==> config.mk <==
export PLATFORM = sky130hd
export DESIGN_NAME = aperture_remap
export DESIGN_NICKNAME = d
export VERILOG_FILES = /design/src/rtl/remap_pkg.sv /design/src/rtl/aper_window.sv /design/src/rtl/remap_regs.sv /design/src/rtl/remap_lookup.sv /design/src/rtl/aperture_remap.sv
export SDC_FILE = /design/constraint.sdc
export NUM_CORES = 2
export LEC_CHECK = 0
export BUFFER_PORTS_ARGS = -buffer_cell sky130_fd_sc_hd__clkbuf_2
export CELL_PAD_IN_SITES_DETAIL_PLACEMENT = 0
export CELL_PAD_IN_SITES_GLOBAL_PLACEMENT = 1
export CORE_MARGIN = 2
export CORE_UTILIZATION = 30
export DETAILED_ROUTE_END_ITERATION = 10
export PLACE_DENSITY_LB_ADDON = 0.1
export REMOVE_ABC_BUFFERS = 1
export SLEW_MARGIN = 20
export SYNTH_ARGS = -nofsm -noshare
export SYNTH_HDL_FRONTEND = slang
export SYNTH_SLANG_ARGS = --single-unit
==> constraint.sdc <==
create_clock -name clk -period 3.05 [get_ports clk]
set_input_delay 0.1525 -clock clk [delete_from_list [all_inputs] [get_ports clk]]
set_output_delay 0.1525 -clock clk [all_outputs]
set_load 0.1 [all_outputs]
==> src/rtl/remap_pkg.sv <==
package remap_pkg;
  localparam int DATA_W     = 32;
  localparam int PAGE_SHIFT = 12;
  localparam int FRAME_W    = DATA_W - 1 - PAGE_SHIFT;
  localparam int PA_W       = FRAME_W + PAGE_SHIFT;
  localparam int REG_AW     = 8;

  localparam logic [REG_AW-1:0] OFF_ENABLE = 8'h24;
  localparam logic [REG_AW-1:0] OFF_SELECT = 8'h28;
  localparam logic [REG_AW-1:0] OFF_DATA   = 8'h2C;

  typedef struct packed {
    logic               valid;
    logic [FRAME_W-1:0] frame;
  } entry_t;
endpackage

==> src/rtl/aper_window.sv <==
module aper_window #(
  parameter int          ADDR_W     = 32,
  parameter logic [31:0] BASE       = 32'h5800_0000,
  parameter int          PAGES      = 32,
  parameter int          PAGE_SHIFT = 12,
  localparam int         IDX_W      = (PAGES > 1) ? $clog2(PAGES) : 1
) (
  input  logic [ADDR_W-1:0] addr,
  output logic              hit,
  output logic [IDX_W-1:0]  idx
);
  localparam logic [ADDR_W:0] SPAN = (ADDR_W+1)'(PAGES) << PAGE_SHIFT;
  localparam logic [ADDR_W-1:0] BASE_A = BASE[ADDR_W-1:0];

  logic [ADDR_W-1:0] off;

  always_comb begin
    off = addr - BASE_A;
    hit = (addr >= BASE_A) && ({1'b0, off} < SPAN);
    idx = off[PAGE_SHIFT +: IDX_W];
  end
endmodule

==> src/rtl/remap_regs.sv <==
module remap_regs
  import remap_pkg::*;
#(
  parameter logic [31:0] BASE  = 32'h5800_0000,
  parameter int          PAGES = 32
) (
  input  logic              clk,
  input  logic              rst_n,
  input  logic              reg_wr_en,
  input  logic              reg_rd_en,
  input  logic [REG_AW-1:0] reg_addr,
  input  logic [DATA_W-1:0] reg_wdata,
  output logic [DATA_W-1:0] reg_rdata,
  output logic              reg_rvalid,
  output logic              en,
  output entry_t            tbl [PAGES]
);
  localparam int IDX_W = (PAGES > 1) ? $clog2(PAGES) : 1;

  logic [DATA_W-1:0] sel_q;
  logic              sel_hit;
  logic [IDX_W-1:0]  sel_idx;
  logic [DATA_W-1:0] rd_mux;

  aper_window #(
    .ADDR_W(DATA_W), .BASE(BASE), .PAGES(PAGES), .PAGE_SHIFT(PAGE_SHIFT)
  ) u_sel_win (
    .addr(sel_q), .hit(sel_hit), .idx(sel_idx)
  );

  always_ff @(posedge clk) begin
    if (!rst_n) begin
      en    <= 1'b0;
      sel_q <= '0;
      for (int i = 0; i < PAGES; i++) tbl[i] <= '0;
    end else if (reg_wr_en) begin
      case (reg_addr)
        OFF_ENABLE: en    <= reg_wdata[0];
        OFF_SELECT: sel_q <= reg_wdata;
        OFF_DATA:   if (sel_hit) tbl[sel_idx] <= reg_wdata[DATA_W-1:PAGE_SHIFT];
        default: ;
      endcase
    end
  end

  always_comb begin
    case (reg_addr)
      OFF_ENABLE: rd_mux = {{(DATA_W-1){1'b0}}, en};
      OFF_SELECT: rd_mux = sel_q;
      OFF_DATA:   rd_mux = sel_hit ? {tbl[sel_idx], {PAGE_SHIFT{1'b0}}} : '0;
      default:    rd_mux = '0;
    endcase
  end

  always_ff @(posedge clk) begin
    if (!rst_n) begin
      reg_rdata  <= '0;
      reg_rvalid <= 1'b0;
    end else begin
      reg_rvalid <= reg_rd_en;
      if (reg_rd_en) reg_rdata <= rd_mux;
    end
  end

  assert_enable_wr_R2: assert property (@(posedge clk) disable iff (!rst_n)
    (reg_wr_en && reg_addr == OFF_ENABLE) |=> (en == $past(reg_wdata[0])));

  assert_select_rd_R3: assert property (@(posedge clk) disable iff (!rst_n)
    (reg_rd_en && reg_addr == OFF_SELECT && !reg_wr_en) |=> (reg_rdata == sel_q));

  assert_unmapped_rd_R11: assert property (@(posedge clk) disable iff (!rst_n)
    (reg_rd_en && reg_addr != OFF_ENABLE && reg_addr != OFF_SELECT && reg_addr != OFF_DATA)
      |=> (reg_rdata == '0));
endmodule

==> src/rtl/remap_lookup.sv <==
module remap_lookup
  import remap_pkg::*;
#(
  parameter logic [31:0] BASE  = 32'h5800_0000,
  parameter int          PAGES = 32
) (
  input  logic              clk,
  input  logic              rst_n,
  input  logic              en,
  input  entry_t            tbl [PAGES],
  input  logic              req_valid,
  output logic              req_ready,
  input  logic [DATA_W-1:0] req_addr,
  output logic              resp_valid,
  input  logic              resp_ready,
  output logic [PA_W-1:0]   resp_paddr,
  output logic              resp_fault
);
  localparam int IDX_W = (PAGES > 1) ? $clog2(PAGES) : 1;

  logic             hit;
  logic [IDX_W-1:0] idx;
  entry_t           ent;
  logic             ok;
  logic [PA_W-1:0]  pa_n;
  logic             fire;

  aper_window #(
    .ADDR_W(DATA_W), .BASE(BASE), .PAGES(PAGES), .PAGE_SHIFT(PAGE_SHIFT)
  ) u_req_win (
    .addr(req_addr), .hit(hit), .idx(idx)
  );

  always_comb begin
    ent       = hit ? tbl[idx] : '0;
    ok        = en && hit && ent.valid;
    pa_n      = ok ? {ent.frame, req_addr[PAGE_SHIFT-1:0]} : '0;
    req_ready = !resp_valid || resp_ready;
    fire      = req_valid && req_ready;
  end

  always_ff @(posedge clk) begin
    if (!rst_n) begin
      resp_valid <= 1'b0;
      resp_paddr <= '0;
      resp_fault <= 1'b0;
    end else if (fire) begin
      resp_valid <= 1'b1;
      resp_paddr <= pa_n;
      resp_fault <= !ok;
    end else if (resp_ready) begin
      resp_valid <= 1'b0;
    end
  end

  assert_resp_hold_R10: assert property (@(posedge clk) disable iff (!rst_n)
    (resp_valid && !resp_ready) |=> (resp_valid && $stable(resp_paddr) && $stable(resp_fault)));

  assert_fault_no_addr_R7: assert property (@(posedge clk) disable iff (!rst_n)
    (resp_valid && resp_fault) |-> (resp_paddr == '0));

  assert_disabled_faults_R9: assert property (@(posedge clk) disable iff (!rst_n)
    (req_valid && req_ready && !en) |=> (resp_valid && resp_fault));
endmodule

==> src/rtl/aperture_remap.sv <==
module aperture_remap
  import remap_pkg::*;
#(
  parameter logic [31:0] BASE  = 32'h5800_0000,
  parameter int          PAGES = 32
) (
  input  logic        clk,
  input  logic        rst_n,
  input  logic        reg_wr_en,
  input  logic        reg_rd_en,
  input  logic [7:0]  reg_addr,
  input  logic [31:0] reg_wdata,
  output logic [31:0] reg_rdata,
  output logic        reg_rvalid,
  input  logic        req_valid,
  output logic        req_ready,
  input  logic [31:0] req_addr,
  output logic        resp_valid,
  input  logic        resp_ready,
  output logic [30:0] resp_paddr,
  output logic        resp_fault
);
  logic   en;
  entry_t tbl [PAGES];

  remap_regs #(.BASE(BASE), .PAGES(PAGES)) u_regs (
    .clk(clk), .rst_n(rst_n),
    .reg_wr_en(reg_wr_en), .reg_rd_en(reg_rd_en), .reg_addr(reg_addr),
    .reg_wdata(reg_wdata), .reg_rdata(reg_rdata), .reg_rvalid(reg_rvalid),
    .en(en), .tbl(tbl)
  );

  remap_lookup #(.BASE(BASE), .PAGES(PAGES)) u_lookup (
    .clk(clk), .rst_n(rst_n), .en(en), .tbl(tbl),
    .req_valid(req_valid), .req_ready(req_ready), .req_addr(req_addr),
    .resp_valid(resp_valid), .resp_ready(resp_ready),
    .resp_paddr(resp_paddr), .resp_fault(resp_fault)
  );
endmodule

# ---- After elaboration in Yosys (flattened, before gate mapping)
# Cells that the tools add are included.
dict set report classes {
  addsub 2
  n_lt_le_gt_ge 7
  eq_ne 3
  n_mux 15
  bitwise_logic 2
  n_reduce_logical 13
}
# cell n
set op_table {}
lappend op_table {{$bwmux W640} 1}
lappend op_table {{$bmux W20 S5} 2}
lappend op_table {{$mux W20} 6}
lappend op_table {{$demux W20 S5} 1}
lappend op_table {{$pmux W32 S3} 1}
lappend op_table {{$ge A32 B31 Y1 const B} 2}
lappend op_table {{$lt A32 B18 Y1 const B} 2}
lappend op_table {{$sub A32 B31 Y32 const B} 2}
lappend op_table {{$mux W32} 1}
lappend op_table {{$mux W31} 1}
lappend op_table {{$eq A8 B6 Y1 const B} 3}
lappend op_table {{$ge A6 B6 Y1 const B} 2}
lappend op_table {{$not A5 Y6} 2}
lappend op_table {{$logic_and A1 B1 Y1} 6}
lappend op_table {{$lt A6 B1 Y1 const B} 1}
lappend op_table {{$reduce_and A2 Y1} 2}
lappend op_table {{$reduce_and A3 Y1} 1}
lappend op_table {{$logic_not A1 Y1} 2}
lappend op_table {{$mux W1} 2}
lappend op_table {{$reduce_bool A2 Y1} 1}
lappend op_table {{$logic_or A1 B1 Y1} 1}
dict set report totals {
  regBits 739
  inputBits 78
  out_inout_bits 67
  elab_cells 113
}

# ---- Logic depth before layout (Yosys ltp)
dict set report depth {
  word_depth 8
  ltp_mapped 11
  mapped_depth_nobuf 7
}

# ---- Hierarchy
# Synthesis repeated with hierarchy kept, for this count alone.
dict set report unflattened {
  cells_unflattened 3645
  hier_area_um2 35048.6
}
# module n_inst cells_each area_per_inst_um2 seq_area_each_um2
set by_module_without_submodules {}
lappend by_module_without_submodules {remap_regs 1 3146 28661.2 14133.6}
lappend by_module_without_submodules {remap_lookup 1 469 6162.2 660.6}
lappend by_module_without_submodules {aper_window 2 15 112.6 0.0}

# ---- Worst setup path before layout
# Ideal clock, no wire load.
dict set report synth_path {
  path_type {register to register}
  from {register u_lookup.resp_valid}
  to {register u_lookup.resp_paddr[28]}
  setup_ns 0.062
  arrival_ns 2.931
  t_required_ns 2.988
  slack_ns 0.056
  stages_incl_launch_ff 8
  n_path_buf 1
  period_less_slack_ns 2.994
  cell_sequence {dfxtp_1 -> nand2b_1 -> nand3_1 -> nor3_1 -> or4b_1 -> nor3_2 -> buf_2 -> a22o_1}
}
dict set report synth_via {
  elab_chain_len 3
}
# element line
set synth_rtl {}
lappend synth_rtl {{from (decl)} remap_lookup.sv:14} ;# output logic resp_valid,
lappend synth_rtl {{from (signal assigned)} remap_lookup.sv:44} ;# resp_valid <= 1'b0;
lappend synth_rtl {{from (signal assigned)} remap_lookup.sv:48} ;# resp_valid <= 1'b1;
lappend synth_rtl {{from (signal assigned)} remap_lookup.sv:52} ;# resp_valid <= 1'b0;
lappend synth_rtl {{$logic_not A1 Y1} remap_lookup.sv:38} ;# req_ready = !resp_valid || resp_ready;
lappend synth_rtl {{$logic_or A1 B1 Y1} remap_lookup.sv:38}
lappend synth_rtl {{net req_ready} aperture_remap.sv:16} ;# output logic req_ready,
lappend synth_rtl {{$logic_and A1 B1 Y1} remap_lookup.sv:39} ;# fire = req_valid && req_ready;
lappend synth_rtl {{to (signal assigned)} remap_lookup.sv:49} ;# resp_paddr <= pa_n;
lappend synth_rtl {{to (decl)} remap_lookup.sv:16} ;# output logic [PA_W-1:0] resp_paddr,
# The timed path passes the listed nets, and every way through them passes these cells.
# A chain may end at the register's enable or synchronous reset.

# ---- Worst setup path after layout
dict set report layout_path {
  from {register u_regs.sel_q[24]}
  to {register u_regs.tbl[62] (netlist name)}
}
dict set report layout_via {
  elab_chain_len 4
  word_cells_on_any_way 5
  classes_between {add/sub: 1; order compare: 2; reduce/logical: 2}
}
# element line
set layout_rtl {}
lappend layout_rtl {{from (decl)} remap_regs.sv:20} ;# logic [DATA_W-1:0] sel_q;
lappend layout_rtl {{from (signal assigned)} remap_regs.sv:39} ;# OFF_SELECT: sel_q <= reg_wdata;
lappend layout_rtl {{$sub A32 B31 Y32} aper_window.sv:18} ;# off = addr - BASE_A;
lappend layout_rtl {{$lt A32 B18 Y1} aper_window.sv:19} ;# hit = (addr >= BASE_A) && ({1'b0, off} < SPAN);
lappend layout_rtl {{$logic_and A1 B1 Y1 *} aper_window.sv:19}
lappend layout_rtl {{$reduce_and A3 Y1 (no source line) *} --}
# Every way passes the cells marked *; elsewhere a longest branch is shown, timed or not.

==> metrics <==
status completed; fraction of layout cells with a size suffix above 1 slightly above 20%; clock sink count between 700 and 800; filler cell count 12100; H-tree depth 3; Avg Inst Size Synth roughly 8.7 µm²; Setup CP Type reg2reg; GP Congestion 0.868; vias ~34000; Worst-Margin Slew 1.13 ns; R2R cell count 9; Sw Pwr 5.49 mW; P_int about 17 mW; Clock Path Buffers 3; ys flop type dfxtp_1; RR Endpoint u_regs.tbl[62]; slowest stage delay, CP approximately 0.47 ns; Gate Count Post-Synth between 4000 and 5000; share of power burned in registers 43.5%; fin cells ~5900; largest net degree at the start of global routing around 130; Max-Cap Viols 0; Synth Area in XOR/XNOR 0%; f_max ~330 MHz; power density cells approximately 510 mW/mm²; Yosys cell types 47; number of I/O port buffers about 140; most frequent CP cell buf_4; post-synthesis sequential area ratio between 40% and 50%; Critical R2R Launch u_regs.sel_q[24]; setup bufs post-CTS 0; fin nets between 4000 and 5000; Critical-path top delay cell nor4_1; Num CTS Buffers 92; WL per Instance ~32 µm; die height roughly 350 µm; hold_ws 0.0314 ns; Post-synth EDFFs 0; gr usage total a little under a third; post-synthesis mux area share ~20%; share of synthesized flip-flops with an asynchronous set or reset 0%; dpl cells between 5000 and 6000; vias in the first global route 31900; Worst setup EP type flop; Critical Path Fanout Max between 40 and 50; initial core utilization 30.2%; CP top delay family simple AND/OR/NAND/NOR gates; Final Setup Violations 0; final cycle utilization of the critical path slightly below 100%; post-synthesis register bit count 739; CTS tree built; Skew-Pair Late Insertion Delay between 0.6 and 0.7 ns; final setup TNS 0 ns; yosys warns 0; first-pass GRT wire length ~260 mm; I/O Pins 145; Levels on crit path 9; Synth Area in Compound Gates between 10% and 20%; Detail Route Antenna Nets 0; worst setup path end u_regs.tbl[62]; Area growth syn-to-layout 21.4%; routed wire length between 150 and 200 mm; CP Launch Type flop; drt pass-1 iters 5; Simple-Gate Fraction of Synth Area a little under a fifth; DP Wirelength 127 mm; Peak VDD IR approximately 0.36 mV; Pleak approximately 15 nW; endpoints failing hold 0; Die ar. 0.123 mm²; mapped cell area approximately 0.036 mm²; combinational share of power around 5.2%; CTS root buffer clkbuf_16; initial antenna violation count 7; largest family of logic cells by synthesized area multiplexers; DIE WIDTH between 300 and 400 µm; Tightest Hold Check Type in2reg; WP data required between 3 and 4 ns; vias per cell 5.67; clock skew ~0.018 ns; 1st-iter DRT viols approximately 3600; Final Max Slew Viols 0; max_slew headroom 24.4%; Cell Chain, Critical Path nor4_1, buf_4, o211ai_1, or4_4, buf_12, nor3_4, buf_4, nand2_1, a21oi_1; data arrival time of the worst path ~3.6 ns; gr ovfl total 0; final worst slack around 0.027 ns; RSZ-0062 raised after global routing no; DRC viols 0; buffering stage count on the worst path with inverters included 3; Tmin final approximately 3.0 ns; Worst-path clk slew approximately 0.060 ns; Critical Path Source u_regs.sel_q[24]; Sw Share 24.8%; row count ~130; Adder-Cell Fraction of Synth Area less than 1%; Clk pwr share 51.3%; worst slack, placed -0.154 ns; R2R setup slack about 0.027 ns; core area ~0.12 mm²
-- cell usage in the layout (no fill, tap or decap), types with 4 or more instances in the layout --
master	netlist	routed
nor2_4	0	7
nor2_1	35	28
clkinv_2	0	20
clkbuf_8	0	25
clkbuf_1	191	12
dlygate4sd3_1	0	28
o21ai_0	6	6
a22o_1	52	52
dfxtp_1	739	736
clkbuf_16	0	96
or4_1	20	20
nand3_1	68	59
o21ai_1	20	20
o22ai_1	80	80
bufinv_16	0	5
mux4_2	240	240
buf_4	17	177
nand3b_1	4	4
buf_12	0	101
nor3_1	6	4
a22oi_1	97	97
nand3_2	0	9
a221oi_1	19	19
nor3_4	0	32
or3_1	15	14
or3_4	10	10
nor2b_1	16	13
mux2i_1	164	164
clkbuf_2	12	142
nand2_1	1351	1350
a21oi_1	691	690
-- power by group through the flow --
stage	logic [mW]	clock network, mW	registers [mW]
2_1_floorplan	0.355	0	9.89
4_1_cts	1.15	11.6	9.66
3_3_place_gp	1.13	0	9.87
6_report	1.16	11.4	9.66
3_5_place_dp	1.12	0	9.87
5_1_grt	1.20	11.9	9.65
-- sequential cells by signal, summed over array words and instances, names as in the netlist --
signal               cells
u_regs.tbl             640
u_regs.en                1
u_regs.reg_rdata        32
u_lookup.resp_valid      1
u_regs.reg_rvalid        1
u_regs.sel_q            32
u_lookup.resp_paddr     31
u_lookup.resp_fault      1
-- metrics by stage --
stage	util, %	instance area [µm²]	total power, mW
2_1_floorplan	-	33900	10.2
3_3_place_gp	33.8	40400	11.0
3_5_place_dp	33.8	40400	11.0
4_1_cts	36.6	43800	22.4
5_1_grt	36.6	43800	22.8
6_report	36.6	43800	22.2
-- kinds of logic (layout without fill, tap and decap cells) --
logic type	Yosys count	in the layout
fa+ha+maj	2	2
compound gates	970	970
buf+inv	441	616
flops	739	739
other cells	0	1
mux	405	405
simple gates	1583	1583
-- how the worst min path moves through the flow --
stage / endpoint / start / slack (ns) / depth (start not counted)
3_3_place_gp: u_lookup.resp_paddr[8] / req_addr[8] / 0.37 / 2
5_1_grt: u_regs.en / reg_addr[3] / 0.07 / 6
2_1_floorplan: u_lookup.resp_paddr[0] / req_addr[0] / 0.28 / 1
4_1_cts: u_regs.en / reg_addr[3] / 0.007 / 6
6_report: u_regs.en / reg_addr[3] / 0.03 / 6
3_5_place_dp: u_lookup.resp_paddr[7] / req_addr[7] / 0.37 / 2
-- cells in the mapped netlist (20+ instances only) --
master | n | area [µm²]
nand2_1 | 1351 | 5070
dfxtp_1 | 739 | 14800
a21oi_1 | 691 | 3460
mux4_2 | 240 | 5410
clkbuf_1 | 191 | 717
buf_2 | 184 | 921
mux2i_1 | 164 | 1640
a22oi_1 | 97 | 728
o22ai_1 | 80 | 500
nand3_1 | 68 | 340
a22o_1 | 52 | 455
nor2_1 | 35 | 131
nor3_2 | 31 | 310
buf_6 | 24 | 270
o21ai_1 | 20 | 100
or4_1 | 20 | 150
-- routing by layer --
metal	wire, µm	GRT usage, %	part of all wire [%]
met2	87300	48.9	46
met5	40	0	0.021
met1	82800	40.9	44
met4	7820	11.9	4.1
met3	12400	4.46	6.5
-- layout make-up --
cell class	instances	area, µm²	area share (%)
multi-input cells	2960	19500	44.5
clock inverters	28	279	0.637
repair buffers	452	4390	10.0
inverters	3	18.8	0.0428
diodes	1	2.50	0.00571
flip-flops and latches	739	14800	33.8
clock buffers	133	2790	6.37
well taps	1612	2020	4.60
-- worst reg2reg max path, stage by stage (launching register included) --
cell and delay [ns]:
dfxtp_1 0.44, nor4_1 0.48, buf_4 0.19, o211ai_1 0.12, or4_4 0.45, buf_12 0.20
nor3_4 0.47, buf_4 0.28, nand2_1 0.09, a21oi_1 0.22
-- what timing repair did --
item	in CTS	in global routing
hold buffers	28	0
endpoints found under the hold margin	30	0
resized for setup	1	3
setup endpoints to repair	20	85
pin swaps	0	1
Note: power is estimated with default switching activity, not from simulation.
